File: src/rtl/icd_pkg.sv
package icd_pkg;

   typedef enum logic [1:0] {
      STEP_IDLE    = 2'd0,
      STEP_VECTOR  = 2'd1,
      STEP_CASCADE = 2'd2,
      STEP_MODE    = 2'd3
   } init_step_e;

   // Opcode values are fixed by the command byte encoding (bits 7:5)
   typedef enum logic [2:0] {
      OP_RAEOI_OFF  = 3'd0,
      OP_EOI_ANY    = 3'd1,
      OP_NOP        = 3'd2,
      OP_EOI_LINE   = 3'd3,
      OP_RAEOI_ON   = 3'd4,
      OP_EOI_ANYROT = 3'd5,
      OP_SET_BASE   = 3'd6,
      OP_EOI_LROT   = 3'd7
   } cmd_op_e;

endpackage

File: src/rtl/icd_rot_pick.sv
// Rotated find-first: the lowest offset from base whose bit is set wins.
module icd_rot_pick #(
   parameter int N_LINES = 8,
   localparam int LW = $clog2(N_LINES)
) (
   input  logic [N_LINES-1:0] req,
   input  logic [LW-1:0]      base,
   output logic               found,
   output logic [LW-1:0]      line
);

   if ((1 << LW) != N_LINES || N_LINES < 2) begin : g_bad_lines
      $error("icd_rot_pick: N_LINES must be a power of two, at least 2");
   end

   logic [N_LINES-1:0] rot;

   for (genvar k = 0; k < N_LINES; k++) begin : g_rot
      logic [LW-1:0] idx;
      assign idx    = base + LW'(k);
      assign rot[k] = req[idx];
   end

   always_comb begin
      found = 1'b0;
      line  = '0;
      for (int k = N_LINES - 1; k >= 0; k--) begin
         if (rot[k]) begin
            found = 1'b1;
            line  = base + LW'(k);
         end
      end
   end

endmodule

File: src/rtl/icd_init_seq.sv
module icd_init_seq
   import icd_pkg::*;
#(
   parameter int DATA_W  = 8,
   parameter int LINE_W  = 3
) (
   input  logic              clk,
   input  logic              rst_n,
   input  logic              start_we,
   input  logic              data_we,
   input  logic [DATA_W-1:0] wdata,
   output logic              busy,
   output logic [DATA_W-1:0] vec_base,
   output logic              single_mode,
   output logic              nested_mode,
   output logic              auto_eoi
);

   localparam logic [DATA_W-1:0] VEC_MASK = {DATA_W{1'b1}} << LINE_W;

   init_step_e step_q;
   logic       need4_q;

   always_ff @(posedge clk) begin
      if (!rst_n) begin
         step_q      <= STEP_IDLE;
         need4_q     <= 1'b0;
         single_mode <= 1'b0;
         vec_base    <= '0;
         nested_mode <= 1'b0;
         auto_eoi    <= 1'b0;
      end else if (start_we) begin
         step_q      <= STEP_VECTOR;
         need4_q     <= wdata[0];
         single_mode <= wdata[1];
         nested_mode <= 1'b0;
         auto_eoi    <= 1'b0;
      end else if (data_we) begin
         case (step_q)
            STEP_VECTOR: begin
               vec_base <= wdata & VEC_MASK;
               if (!single_mode)  step_q <= STEP_CASCADE;
               else if (need4_q)  step_q <= STEP_MODE;
               else               step_q <= STEP_IDLE;
            end
            STEP_CASCADE: step_q <= need4_q ? STEP_MODE : STEP_IDLE;
            STEP_MODE: begin
               nested_mode <= wdata[4];
               auto_eoi    <= wdata[1];
               step_q      <= STEP_IDLE;
            end
            default: ;
         endcase
      end
   end

   assign busy = (step_q != STEP_IDLE);

   assert_start_vector_R2: assert property (@(posedge clk) disable iff (!rst_n)
      start_we |=> step_q == STEP_VECTOR);

   assert_vector_load_R3: assert property (@(posedge clk) disable iff (!rst_n)
      (data_we && !start_we && step_q == STEP_VECTOR)
      |=> vec_base == ($past(wdata) & VEC_MASK));

   assert_cascade_next_R4: assert property (@(posedge clk) disable iff (!rst_n)
      (data_we && !start_we && step_q == STEP_CASCADE)
      |=> step_q == ($past(need4_q) ? STEP_MODE : STEP_IDLE));

   assert_mode_done_R5: assert property (@(posedge clk) disable iff (!rst_n)
      (data_we && !start_we && step_q == STEP_MODE)
      |=> (step_q == STEP_IDLE) && (auto_eoi == $past(wdata[1])));

endmodule

File: src/rtl/icd_isr_ctl.sv
module icd_isr_ctl
   import icd_pkg::*;
#(
   parameter int N_LINES = 8,
   localparam int LW = $clog2(N_LINES)
) (
   input  logic               clk,
   input  logic               rst_n,
   input  logic               init_clr,
   input  logic               ack_valid,
   input  logic [LW-1:0]      ack_line,
   input  logic               auto_eoi,
   input  logic               cmd_we,
   input  cmd_op_e            cmd_op,
   input  logic [LW-1:0]      cmd_line,
   output logic [N_LINES-1:0] isr,
   output logic [LW-1:0]      rot_base,
   output logic               rot_on_aeoi
);

   logic [N_LINES-1:0] isr_q, isr_n;
   logic [LW-1:0]      base_q, base_n;
   logic               rae_q, rae_n;
   logic               top_found;
   logic [LW-1:0]      top_line;

   icd_rot_pick #(.N_LINES(N_LINES)) u_pick (
      .req   (isr_q),
      .base  (base_q),
      .found (top_found),
      .line  (top_line)
   );

   always_comb begin
      isr_n  = isr_q;
      base_n = base_q;
      rae_n  = rae_q;
      if (ack_valid) begin
         if (!auto_eoi)    isr_n[ack_line] = 1'b1;
         else if (rae_q)   base_n = ack_line + LW'(1);
      end
      if (cmd_we) begin
         case (cmd_op)
            OP_RAEOI_OFF, OP_RAEOI_ON: rae_n = cmd_op[2];
            OP_EOI_ANY: if (top_found) isr_n[top_line] = 1'b0;
            OP_EOI_ANYROT: if (top_found) begin
               isr_n[top_line] = 1'b0;
               base_n          = top_line + LW'(1);
            end
            OP_EOI_LINE: isr_n[cmd_line] = 1'b0;
            OP_SET_BASE: base_n = cmd_line + LW'(1);
            OP_EOI_LROT: begin
               isr_n[cmd_line] = 1'b0;
               base_n          = cmd_line + LW'(1);
            end
            default: ;
         endcase
      end
      if (init_clr) begin
         isr_n  = '0;
         base_n = '0;
         rae_n  = 1'b0;
      end
   end

   always_ff @(posedge clk) begin
      if (!rst_n) begin
         isr_q  <= '0;
         base_q <= '0;
         rae_q  <= 1'b0;
      end else begin
         isr_q  <= isr_n;
         base_q <= base_n;
         rae_q  <= rae_n;
      end
   end

   assign isr         = isr_q;
   assign rot_base    = base_q;
   assign rot_on_aeoi = rae_q;

   assert_ack_sets_R9: assert property (@(posedge clk) disable iff (!rst_n)
      (ack_valid && !auto_eoi && !cmd_we && !init_clr)
      |=> isr_q[$past(ack_line)]);

   assert_eoi_line_R11: assert property (@(posedge clk) disable iff (!rst_n)
      (cmd_we && cmd_op == OP_EOI_LINE && !init_clr)
      |=> !isr_q[$past(cmd_line)]);

   assert_eoi_empty_R13: assert property (@(posedge clk) disable iff (!rst_n)
      (cmd_we && (cmd_op == OP_EOI_ANY || cmd_op == OP_EOI_ANYROT)
       && isr_q == '0 && !ack_valid && !init_clr)
      |=> (isr_q == '0) && $stable(base_q));

endmodule

File: src/rtl/intc_cmd_decoder.sv
module intc_cmd_decoder
   import icd_pkg::*;
#(
   parameter int DATA_W    = 8,
   parameter int NUM_LINES = 8,
   localparam int LW       = $clog2(NUM_LINES)
) (
   input  logic                 clk,
   input  logic                 rst_n,
   input  logic                 wr_en,
   input  logic                 rd_en,
   input  logic                 addr,
   input  logic [DATA_W-1:0]    wdata,
   output logic [DATA_W-1:0]    rdata,
   input  logic [NUM_LINES-1:0] irr_in,
   input  logic                 poll_valid,
   input  logic [LW-1:0]        poll_line,
   input  logic                 ack_valid,
   input  logic [LW-1:0]        ack_line,
   output logic [NUM_LINES-1:0] imr,
   output logic [NUM_LINES-1:0] isr,
   output logic [LW-1:0]        rot_base,
   output logic [DATA_W-1:0]    vec_base,
   output logic                 init_busy,
   output logic                 single_mode,
   output logic                 nested_mode,
   output logic                 auto_eoi,
   output logic                 special_mask,
   output logic                 rot_on_aeoi,
   output logic                 irr_flush,
   output logic                 level_unsup
);

   if (DATA_W < 8) begin : g_bad_width
      $error("intc_cmd_decoder: command fields need DATA_W of at least 8");
   end
   if (NUM_LINES > 8 || NUM_LINES < 2 || (1 << LW) != NUM_LINES) begin : g_bad_lines
      $error("intc_cmd_decoder: NUM_LINES must be 2, 4 or 8");
   end

   // Command byte decode
   logic    wr0, wr1, rd0;
   logic    start_we, rctl_we, cmd_we;
   cmd_op_e cmd_op;

   assign wr0      = wr_en && (addr == 1'b0);
   assign wr1      = wr_en && (addr == 1'b1);
   assign rd0      = rd_en && (addr == 1'b0);
   assign start_we = wr0 &&  wdata[4];
   assign rctl_we  = wr0 && !wdata[4] &&  wdata[3];
   assign cmd_we   = wr0 && !wdata[4] && !wdata[3];
   assign cmd_op   = cmd_op_e'(wdata[7:5]);

   icd_init_seq #(.DATA_W(DATA_W), .LINE_W(LW)) u_init (
      .clk         (clk),
      .rst_n       (rst_n),
      .start_we    (start_we),
      .data_we     (wr1),
      .wdata       (wdata),
      .busy        (init_busy),
      .vec_base    (vec_base),
      .single_mode (single_mode),
      .nested_mode (nested_mode),
      .auto_eoi    (auto_eoi)
   );

   icd_isr_ctl #(.N_LINES(NUM_LINES)) u_isr (
      .clk         (clk),
      .rst_n       (rst_n),
      .init_clr    (start_we),
      .ack_valid   (ack_valid),
      .ack_line    (ack_line),
      .auto_eoi    (auto_eoi),
      .cmd_we      (cmd_we),
      .cmd_op      (cmd_op),
      .cmd_line    (wdata[LW-1:0]),
      .isr         (isr),
      .rot_base    (rot_base),
      .rot_on_aeoi (rot_on_aeoi)
   );

   // Mask, read control and pulses
   logic read_isr_q, poll_q;

   always_ff @(posedge clk) begin
      if (!rst_n) begin
         imr          <= '0;
         read_isr_q   <= 1'b0;
         poll_q       <= 1'b0;
         special_mask <= 1'b0;
         irr_flush    <= 1'b0;
         level_unsup  <= 1'b0;
      end else begin
         irr_flush   <= start_we;
         level_unsup <= start_we && wdata[3];
         if (start_we) begin
            imr          <= '0;
            read_isr_q   <= 1'b0;
            poll_q       <= 1'b0;
            special_mask <= 1'b0;
         end else begin
            if (wr1 && !init_busy) imr <= wdata[NUM_LINES-1:0];
            if (rd0 && poll_q)     poll_q <= 1'b0;
            if (rctl_we) begin
               if (wdata[2]) poll_q       <= 1'b1;
               if (wdata[1]) read_isr_q   <= wdata[0];
               if (wdata[6]) special_mask <= wdata[5];
            end
         end
      end
   end

   always_comb begin
      rdata = '0;
      if (rd_en) begin
         if (addr) begin
            rdata[NUM_LINES-1:0] = imr;
         end else if (poll_q) begin
            rdata[DATA_W-1] = poll_valid;
            if (poll_valid) rdata[LW-1:0] = poll_line;
         end else if (read_isr_q) begin
            rdata[NUM_LINES-1:0] = isr;
         end else begin
            rdata[NUM_LINES-1:0] = irr_in;
         end
      end
   end

   assert_start_clears_R2: assert property (@(posedge clk) disable iff (!rst_n)
      start_we |=> (imr == '0) && (isr == '0) && (rot_base == '0) && irr_flush);

   assert_mask_load_R6: assert property (@(posedge clk) disable iff (!rst_n)
      (wr1 && !init_busy) |=> imr == $past(wdata[NUM_LINES-1:0]));

   assert_read_select_R7: assert property (@(posedge clk) disable iff (!rst_n)
      (rctl_we && wdata[1]) |=> read_isr_q == $past(wdata[0]));

   assert_poll_clear_R8: assert property (@(posedge clk) disable iff (!rst_n)
      (rd0 && poll_q && !wr_en) |=> !poll_q);

   assert_mask_hold_R14: assert property (@(posedge clk) disable iff (!rst_n)
      (wr1 && init_busy) |=> $stable(imr));

endmodule

File: config.mk
export PLATFORM = sky130hd
export DESIGN_NAME = intc_cmd_decoder
export DESIGN_NICKNAME = d
export VERILOG_FILES = /design/src/rtl/icd_pkg.sv /design/src/rtl/icd_rot_pick.sv /design/src/rtl/icd_init_seq.sv /design/src/rtl/icd_isr_ctl.sv /design/src/rtl/intc_cmd_decoder.sv
export SDC_FILE = /design/constraint.sdc
export NUM_CORES = 1
export LEC_CHECK = 0
export ABC_AREA = 1
export BUFFER_PORTS_ARGS = -buffer_cell sky130_fd_sc_hd__buf_4
export CORE_AREA = 2 2 74 76
export CTS_CLUSTER_SIZE = 24
export DETAILED_ROUTE_END_ITERATION = 10
export DIE_AREA = 0 0 76 78
export PLACE_DENSITY_LB_ADDON = 0.15
export SYNTH_ARGS = -nofsm -noshare
export SYNTH_HDL_FRONTEND = slang
export SYNTH_SLANG_ARGS = --single-unit
export TNS_END_PERCENT = 1
File: constraint.sdc
create_clock -name clk -period 3.53 [get_ports clk]
set_clock_uncertainty 0.2 [all_clocks]
set_input_delay 0.1765 -clock clk [delete_from_list [all_inputs] [get_ports clk]]
set_output_delay 0.1765 -clock clk [all_outputs]
set_load 0.01 [all_outputs]
==> out/qor.csv <==
metric;value;unit
status;finished clean;
hold_violations;0;
tritoncts;done;
ir_worst_vdd;0.000243;V
wl_per_cell;14.4;um
tightest_slew;0.782;ns
dieArea;5930;um2
clk_latency;0.29;ns
critPathLaunchType;register;
min_period;2.97;ns
period_share;84.0;%
nets;532;
clock.fmax;0.337;GHz
preCtsSetupSlack;0.626;ns
crit_slowest_cell;ha_1;
final_common_cell;nand2_1;
crit_arrival;2.94;ns
clk_pin_slew_worst_paths;0.08;ns
antenna_cells;0;
synth_top_area_cell;dfxtp_1;
setup_viol;0;
dr_total_vias;3105;
fin_tns_setup;0;ns
core_area;5040;um2
maxCapViolations;0;
first_pass_iters;5;
powerDensity;329;nW/um2
worstPathCellList;inv_4, ha_1, inv_1, nand3_1, nand3_1, nand2_1, nand3b_1, nand3_1, nand2_1, nand2_1, nand2_1, nand2_2, nand2_4, inv_1, ha_1, o21ai_2, o21ai_1, nand2_1, a21oi_2;
cp_max_fo;10;
ctsResizeCount;0;
synth.avg_cell_area;6.14;um2
synthArstFlopShare;0;%
synth-edff-count;0;
whs;0.0175;ns
synth_cell_type_count;32;
critPathKind;register to register;
clockBufferDepth;2;
fin_area;3340;um2
cpMostUsedCell;nand2_1;
grt_usage;27.3;%
cts_buffers;5;
syn_inst;428;
synth_seq_cells;36;
max_stage_delay;0.41;ns
drc;0;
syn_area;2630;um2
totalWireLength;8.17;mm
slew_violations;0;
worstPathRequired;3.51;ns
ant_nets;0;
synthFlopType;dfxtp_1;
drtIter0Drc;278;
ios;72;
antenna_found_initial;0;
grt.overflow.total;0;
place_area;3180;um2
yosys_warnings;0;
port_buffers;68;
synth.area.top_cells;dfxtp_1 (27%), nand2_1 (14%), nand3_1 (10%), o21ai_0 (9.0%), a21oi_1 (8.4%);
die_w;76;um
slew_headroom;47.7;%
rows;26;
die_y;78;um
area_delta_synth_final;27.2;%
final_cell_mix;nand2_1 (98), buf_4 (70), inv_1 (54), nand3_1 (53), o21ai_0 (47);
leakage;0.00161;uW
grt_setup_unrepaired;no;
avgViaCountPerCell;5.46;
hold_path_class;input port to register;
initial_core_util;52.1;%
htree_num_levels;2;
cts.hold.buffers_added;4;
yosys.area.top_type_share;27.4;%
grt_pass1_vias;2731;
hpwlAfterDp;6.35;mm
gp_congestion;0.963;
grt_pass1_wl;13.1;mm
worst_setup_path_end_kind;register;
clock_sinks;36;
drive_gt1_share;22.0;%
worst_slack;0.565;ns
finalPower;1100;uW
cts_setup_buffers;0;
grt_max_degree;23;
root_buffer;clkbuf_8;
synth.yosys.seq_area_share;27.4;%
worst paths after layout:
check / from / to / cells after the start / slack [ns]
setup / recovery: u_isr.rot_base[1]$_SDFF_PP0_ / u_isr.rot_base[1]$_SDFF_PP0_ / 19 / 0.56
hold / removal: wdata[7] / u_isr.rot_on_aeoi$_SDFFE_PP0P_ / 3 / 0.02
setup reg to reg: u_isr.rot_base[1]$_SDFF_PP0_ / u_isr.rot_base[1]$_SDFF_PP0_ / 19 / 0.56
hold reg to reg: u_init.need4_q$_SDFFE_PN0P_ / u_init.need4_q$_SDFFE_PN0P_ / 2 / 0.26
layer usage:
metal	up-vias	global-route usage [%]	wire length, um
met5	-	0	0
met4	0	8.73	176
met3	16	4.88	532
met2	131	44.5	3720
met1	1404	36.8	3740
li1	1554	-	-
synth_stat cells (3+ instances only):
cell and number:
ha_1 5, nand3_2 5, buf_4 4, nand3_1 53, nand2_1 98, clkbuf_1 7
nand2_2 9, nand4_1 5, o21ai_0 47, dfxtp_1 36, nor2_1 24, a21oi_2 8
inv_1 54, a21oi_1 44, inv_2 3, a31oi_1 5
state kept, by name, summed over array words and instances (netlist names), 2 cells and up:
| name | cells |
|---|---|
| u_init.step_q | 2 |
| imr | 8 |
| u_isr.rot_base | 3 |
| u_init.vec_base | 5 |
| u_isr.isr | 8 |
worst max-delay path: cells and delay by family, from the launching register on:
kind | cells | cell delay (ns)
adder cells (fa/ha/maj) | 2 | 0.71
AND/OR/NAND/NOR | 11 | 1.02
flip-flops | 1 | 0.38
buffers and inverters | 3 | 0.27
AO/OA/AOI/OAI | 3 | 0.26
through the flow:
stage,utilization (%),std cells
after global routing,66.3,569
final,66.3,569
after floorplan,-,430
after detailed placement,63.0,557
after CTS,66.3,569
after global placement,63.0,557
layout make-up:
type	count	area, um2
Fill cell	457	1700
Tap cell	70	87.6
Clock buffer	7	96.3
Timing Repair Buffer	74	566
Sequential cell	36	721
Clock inverter	1	30.0
Multi-Input combinational cell	321	1610
Inverter	60	229
power breakdown:
group          leakage (uW)  switching (uW)  total, uW  internal [uW]
clock network     0.0000645             155        404            249
logic               0.00125             161        264            103
registers          0.000292            12.5        432            419
cell families (layout without fill, tap and decap cells):
kind of cell	Yosys count	in the layout	share of synthesized area, %
buffers and inverters	73	142	11.5
adder cells (fa/ha/maj)	5	5	2.38
XOR/XNOR	2	2	0.667
flip-flops	36	36	27.4
other	1	3	0.143
AND/OR/NAND/NOR	200	200	34.8
AO/OA/AOI/OAI	111	111	23.1
Power figures use the tool's default switching activity.
